<file path="src/rtl/chdiv_pkg.sv">
package chdiv_pkg;

  typedef enum logic [1:0] {
    SRC_OFF    = 2'd0,
    SRC_PASS   = 2'd1,
    SRC_FORCED = 2'd2,
    SRC_DIV    = 2'd3
  } out_src_e;

  // Priority: power-down, then bypass, then forced level, then divider.
  function automatic out_src_e pick_src(logic pwr, logic byp, logic frc);
    if (pwr)      return SRC_OFF;
    else if (byp) return SRC_PASS;
    else if (frc) return SRC_FORCED;
    else          return SRC_DIV;
  endfunction

  // Reload value for the phase that begins at the given level.
  function automatic logic [15:0] phase_limit(logic lvl, logic [15:0] lo, logic [15:0] hi);
    return lvl ? hi : lo;
  endfunction

endpackage

</file>
<file path="src/rtl/chdiv_sync_qual.sv">
module chdiv_sync_qual #(
  parameter int OFS_W = 4
) (
  input  logic             clk,
  input  logic             rst_n,
  input  logic             clk_en,
  input  logic             sync_in,
  input  logic             sync_ignore,
  input  logic             hold,
  input  logic [OFS_W-1:0] phase_ofs,
  output logic             restart,
  output logic             advance
);

  logic [OFS_W-1:0] wait_q;
  logic             waiting;
  logic             tick;

  assign restart = sync_in & ~sync_ignore;
  assign waiting = (wait_q != '0);
  assign tick    = clk_en & ~hold & ~restart;
  assign advance = tick & ~waiting;

  always_ff @(posedge clk or negedge rst_n) begin
    if (!rst_n)                wait_q <= '0;
    else if (restart)          wait_q <= phase_ofs;
    else if (tick && waiting)  wait_q <= wait_q - 1'b1;
  end

  assert_offset_countdown_R5: assert property (@(posedge clk) disable iff (!rst_n)
    (tick && waiting) |=> (wait_q == $past(wait_q) - 1'b1));

  assert_no_advance_while_wait_R5: assert property (@(posedge clk) disable iff (!rst_n)
    waiting |-> !advance);

endmodule

</file>
<file path="src/rtl/chdiv_phase_ctr.sv">
module chdiv_phase_ctr #(
  parameter int CNT_W = 4
) (
  input  logic             clk,
  input  logic             rst_n,
  input  logic             restart,
  input  logic             advance,
  input  logic             start_hi,
  input  logic [CNT_W-1:0] low_cnt,
  input  logic [CNT_W-1:0] high_cnt,
  output logic             level,
  output logic             boundary
);
  import chdiv_pkg::*;

  logic [CNT_W-1:0] cnt_q;
  logic [CNT_W-1:0] lim_q;
  logic [CNT_W-1:0] start_lim;
  logic [CNT_W-1:0] next_lim;

  assign boundary  = advance & (cnt_q == lim_q);
  assign start_lim = CNT_W'(phase_limit(start_hi, 16'(low_cnt), 16'(high_cnt)));
  assign next_lim  = CNT_W'(phase_limit(~level,   16'(low_cnt), 16'(high_cnt)));

  always_ff @(posedge clk or negedge rst_n) begin
    if (!rst_n) begin
      level <= 1'b0;
      cnt_q <= '0;
      lim_q <= '1;
    end else if (restart) begin
      level <= start_hi;
      cnt_q <= '0;
      lim_q <= start_lim;
    end else if (boundary) begin
      level <= ~level;
      cnt_q <= '0;
      lim_q <= next_lim;
    end else if (advance) begin
      cnt_q <= cnt_q + 1'b1;
    end
  end

  assert_cnt_in_range_R1: assert property (@(posedge clk) disable iff (!rst_n)
    cnt_q <= lim_q);

  assert_flip_at_limit_R2: assert property (@(posedge clk) disable iff (!rst_n)
    (boundary && !restart) |=> (level != $past(level)));

  assert_idle_hold_R3: assert property (@(posedge clk) disable iff (!rst_n)
    (!restart && !advance) |=> ($stable(level) && $stable(cnt_q) && $stable(lim_q)));

  assert_restart_level_R4: assert property (@(posedge clk) disable iff (!rst_n)
    restart |=> (level == $past(start_hi) && cnt_q == '0));

  assert_limit_latched_R10: assert property (@(posedge clk) disable iff (!rst_n)
    (!restart && !boundary) |=> $stable(lim_q));

endmodule

</file>
<file path="src/rtl/chdiv_out_sel.sv">
module chdiv_out_sel (
  input  logic clk,
  input  logic rst_n,
  input  logic clk_en,
  input  logic pwr_dn,
  input  logic bypass,
  input  logic force_hi,
  input  logic sync_ignore,
  input  logic level,
  output logic div_out
);
  import chdiv_pkg::*;

  logic     pass_q;
  out_src_e src;

  always_ff @(posedge clk or negedge rst_n) begin
    if (!rst_n) pass_q <= 1'b0;
    else        pass_q <= clk_en;
  end

  assign src = pick_src(pwr_dn, bypass, force_hi);

  always_comb begin
    unique case (src)
      SRC_OFF:    div_out = 1'b0;
      SRC_PASS:   div_out = pass_q;
      SRC_FORCED: div_out = sync_ignore;
      default:    div_out = level;
    endcase
  end

  assert_pass_follows_en_R8: assert property (@(posedge clk) disable iff (!rst_n)
    1'b1 |=> (pwr_dn || !bypass || div_out == $past(clk_en)));

  assert_pwrdn_low_R9: assert property (@(posedge clk) disable iff (!rst_n)
    pwr_dn |-> !div_out);

endmodule

</file>
<file path="src/rtl/chan_clk_divider.sv">
module chan_clk_divider #(
  parameter int CNT_W = 4,
  parameter int OFS_W = 4
) (
  input  logic             clk,
  input  logic             rst_n,
  input  logic             clk_en,
  input  logic             sync_in,
  input  logic [CNT_W-1:0] low_cnt,
  input  logic [CNT_W-1:0] high_cnt,
  input  logic             bypass,
  input  logic             sync_ignore,
  input  logic             force_hi,
  input  logic             start_hi,
  input  logic [OFS_W-1:0] phase_ofs,
  input  logic             pwr_dn,
  output logic             div_out
);

  logic restart;
  logic advance;
  logic level;
  logic boundary;

  chdiv_sync_qual #(.OFS_W(OFS_W)) u_sync (
    .clk         (clk),
    .rst_n       (rst_n),
    .clk_en      (clk_en),
    .sync_in     (sync_in),
    .sync_ignore (sync_ignore),
    .hold        (bypass),
    .phase_ofs   (phase_ofs),
    .restart     (restart),
    .advance     (advance)
  );

  chdiv_phase_ctr #(.CNT_W(CNT_W)) u_phase (
    .clk      (clk),
    .rst_n    (rst_n),
    .restart  (restart),
    .advance  (advance),
    .start_hi (start_hi),
    .low_cnt  (low_cnt),
    .high_cnt (high_cnt),
    .level    (level),
    .boundary (boundary)
  );

  chdiv_out_sel u_out (
    .clk         (clk),
    .rst_n       (rst_n),
    .clk_en      (clk_en),
    .pwr_dn      (pwr_dn),
    .bypass      (bypass),
    .force_hi    (force_hi),
    .sync_ignore (sync_ignore),
    .level       (level),
    .div_out     (div_out)
  );

  assert_ignore_blocks_restart_R6: assert property (@(posedge clk) disable iff (!rst_n)
    sync_ignore |-> !restart);

  assert_bypass_freezes_R8: assert property (@(posedge clk) disable iff (!rst_n)
    bypass |-> !boundary);

endmodule

</file>
<file path="config.mk">
export PLATFORM = sky130hd
export DESIGN_NAME = chan_clk_divider
export DESIGN_NICKNAME = d
export VERILOG_FILES = /design/src/rtl/chdiv_pkg.sv /design/src/rtl/chdiv_sync_qual.sv /design/src/rtl/chdiv_phase_ctr.sv /design/src/rtl/chdiv_out_sel.sv /design/src/rtl/chan_clk_divider.sv
export SDC_FILE = /design/constraint.sdc
export NUM_CORES = 1
export LEC_CHECK = 0
export BUFFER_PORTS_ARGS = -buffer_cell sky130_fd_sc_hd__buf_2
export CAP_MARGIN = 20
export CELL_PAD_IN_SITES_DETAIL_PLACEMENT = 1
export CELL_PAD_IN_SITES_GLOBAL_PLACEMENT = 2
export CORE_MARGIN = 3
export CORE_UTILIZATION = 34
export CTS_CLUSTER_SIZE = 14
export DETAILED_ROUTE_END_ITERATION = 10
export PLACE_DENSITY = 0.81
export SLEW_MARGIN = 20
export SYNTH_ARGS = -nofsm -noshare
export SYNTH_HDL_FRONTEND = slang
export SYNTH_HIERARCHICAL = 1
export SYNTH_SLANG_ARGS = --single-unit
export TNS_END_PERCENT = 30
</file>
<file path="constraint.sdc">
create_clock -name clk -period 3.21 [get_ports clk]
set_input_delay 0 -clock clk [delete_from_list [all_inputs] [get_ports clk]]
set_output_delay 0 -clock clk [all_outputs]
set_load 0.02 [all_outputs]
</file>
==> impl_metrics.csv <==
group,metric,value,unit
power_and_ir_drop,cellInternalPower,332,uW
power_and_ir_drop,switching_share,0.302,
layout,final-seq-area,355,um^2
setup_path,r2r_setup_slack,930,ps
setup_path,crit_family,"simple AND/OR/NAND/NOR gates",
grt,gr-total-overflow,0,
floorplanning,die_area,0.00339,mm^2
clock_tree,clock_sinks,14,
routing,wl_per_cell,14.0,um
layout,diodes,0,
placed_design,io_buffers,21,
routing,post_drt_via_cell_ratio,5.03,
routing,vias,760,
timing,finalCritPeriodShare,0.711,
placed_design,hpwl,1600,um
routing,drcViolationCount,0,
routing,totalWireLength,2110,um
synth,syn_area_per_cell,9.96,um^2
grt,grt_usage,0.146,
timing,setup_violations,0,
power_and_ir_drop,pwr-share-comb,0.291,
clock_tree,post_cts_buffers,0,
floorplanning,start_util,0.367,
clock_tree,clock_path_buffers,2,
synth,synth.distinct_cells,44,
synth,synth_edf_count,0,
grt,grt_pass1_wl,3780,um
setup_path,critical_path.cell_chain,"inv_1 -> ha_1 -> or3b_4 -> nor2_1 -> nand4_1 -> a2bb2o_1 -> a22oi_1",
synth,synth_flop_cell,"dfrtp_1",
grt,grt_pass1_vias,842,
synth,synth_area,926,um^2
power_and_ir_drop,ir_drop,0.257,mV
power_and_ir_drop,p_leak,0.510,nW
synth,synth_top_area_frac,0.270,
min_path,hp-start,"start_hi",
timing,finalHoldViolCount,0,
setup_path,crit_path_max_fanout,9,
run_status,run_status,"completed",
synth,synth_warnings,6,
power_and_ir_drop,pwr-share-clk,0.217,
layout,layout_commonest_cell,"buf_2",
setup_path,end_kind,"flip-flop",
clock_tree,clk_latency,280,ps
floorplanning,rows,18,
power_and_ir_drop,powerDensity,419,mW/mm^2
clock_tree,cts_root_buf,"clkbuf_4",
floorplanning,die_x,58.2,um
synth,yosys.area.top_type,"dfrtp_1",
power_and_ir_drop,pwr-share-seq,0.492,
setup_path,worst-path-buf-inv,1,
power_and_ir_drop,power.switching,144,uW
placed_design,gp_congestion,0.760,
setup_path,crit_arrival,2490,ps
synth,synth_area_leaders,"dfrtp_1 (27%), dfstp_2 (11%), xnor2_1 (4.7%)",
setup_path,max_stage_delay,390,ps
routing,ant_nets,0,
setup_path,slowest_stage,"dfrtp_1",
clock_tree,htreeDepth,1,
floorplanning,ioPinCount,22,
synth,synth_cells,93,
clock_tree,clk_pin_slew,90,ps
synth,async_reset_ff_frac,1.00,
layout,fin_nets,145,
timing,relSlewSlack,0.673,
timing,skew,7.84,ps
synth,syn_nets,116,
setup_path,cp-start-kind,"flip-flop",
routing,drt_iter0_markers,11,
grt,antenna_found_initial,0,
layout,fill_cells,314,
min_path,hp-class,"in2reg",
grt,grt_max_degree,15,
floorplanning,core,0.00252,mm^2
layout,multi_input_area,528,um^2
layout,layout_common_cells,"buf_2 (21), dfrtp_1 (10), dlygate4sd3_1 (6), nor2_1 (6)",
job,cap_violations,0,
synth,ys_ff_latch,14,
synth,seq_area_frac_synth,0.384,
floorplanning,die_h,58.2,um
min_path,hold_depth,3,
layout,synthToLayoutAreaGrowth,22.6,%
timing,rsz0062_at_grt,"false",
setup_path,rr_startpoint,"u_sync/wait_q[0]",
timing,min_period,2280,ps
power_and_ir_drop,power,476,uW
timing,timing.fmax,438,MHz
setup_path,cp.required,3410,ps
timing,slew_viol_final,0,
setup_path,critPathKind,"reg2reg",
setup_path,reg2reg_depth,7,
clock_tree,cts_buffers,3,
min_path,hold_end,"u_phase/level",
clock_tree,cts_tree,"yes",
timing,tightest_slew,490,ps
timing,tns,0,ps
setup_path,rr_endpoint,"u_phase/lim_q[2]",
routing,firstDrtPassIters,4,
layout,drive_gt1_frac,0.347,
layer usage:
metal / share of wire / up-vias / routed length [um] / GRT usage
li1: - / 388 / - / -
met1: 0.46 / 358 / 978 / 0.183
met2: 0.49 / 12 / 1040 / 0.245
met3: 0.040 / 2 / 84 / 0.0468
met4: 0.0047 / 0 / 10 / 0.0298
met5: 0 / - / 0 / 0
worst max-delay path by stage:
stage	startpoint	endpoint	slack (ps)	cells past startpoint
after global placement	u_sync/wait_q[0]	u_phase/lim_q[2]	1130	7
after CTS	u_sync/wait_q[0]	u_phase/lim_q[2]	940	7
after detailed placement	u_sync/wait_q[0]	u_phase/lim_q[2]	970	7
after floorplan	u_sync/wait_q[0]	u_phase/lim_q[2]	1290	8
after global routing	u_sync/wait_q[0]	u_phase/lim_q[2]	730	7
final	u_sync/wait_q[0]	u_phase/lim_q[2]	930	7
timing repair:
action / 4_1_cts / 5_1_grt
gates resized for setup: 0 / 0
hold buffers: 6 / 0
endpoints found under the setup margin: 0 / 0
endpoints found under the hold margin: 19 / 0
cell usage after synthesis, types with 2 or more instances:
cell type and count:
nand2_1 5, mux2_1 3, ha_1 2, nand2b_1 3, dfstp_2 4, nor2b_1 2, xor2_1 2, inv_1 5
nand4_1 3, a21oi_1 5, dfrtp_1 10, nor2_1 6, nor3_1 2, xnor2_1 5, nand3_1 3, mux2_2 3
o211ai_1 3
worst reg2reg max path, cell delays in order, from the launching register on:
cell and delay (ps):
dfrtp_1 390, inv_1 90, ha_1 160, or3b_4 390, nor2_1 390, nand4_1 280
a2bb2o_1 350, a22oi_1 150
cells by family (layout without fill, tap and decap cells):
| kind of cell | Yosys count | in the layout | synth area share |
|---|---|---|---|
| xor gates and xnor gates | 7 | 7 | 0.0662 |
| adders and majority gates | 2 | 2 | 0.0270 |
| muxes | 7 | 7 | 0.0838 |
| and+or+nand+nor | 35 | 35 | 0.231 |
| buffers and inverters | 9 | 37 | 0.0459 |
| DFF | 14 | 14 | 0.384 |
| AOI/OAI and AO/OA | 19 | 19 | 0.162 |
state kept, by name, indices dropped and copies added (netlist names):
register and count:
u_phase/lim_q 4, u_phase/level 1, u_phase/cnt_q 4, u_sync/wait_q 4, u_out/pass_q 1
final cells by class:
type,count,share of cell area
clock buffer,4,0.0232
multi-input combinational,70,0.465
sequential,14,0.313
tap,30,0.0331
inverter,6,0.0198
timing repair buffer,27,0.146
power by group through the flow:
stage	sequential, mW	clock [mW]	combinational [mW]
6_report	0.234	0.103	0.139
5_1_grt	0.239	0.119	0.156
4_1_cts	0.234	0.110	0.141
3_5_place_dp	0.238	0	0.133
3_3_place_gp	0.236	0	0.130
2_1_floorplan	0.230	0	0.102
metrics by stage:
step | area [um^2] | worst slack (ps) | instances | utilization | hold slack (ps)
floorplan | 926 | 1290 | 93 | - | -296
finish | 1130 | 928 | 151 | 0.450 | 11.0
global placement | 1050 | 1130 | 141 | 0.416 | -78.7
detailed placement | 1050 | 972 | 141 | 0.416 | -83.0
global route | 1130 | 732 | 151 | 0.450 | 24.3
CTS | 1130 | 936 | 151 | 0.450 | 4.35
(Power assumes the default switching activity.)
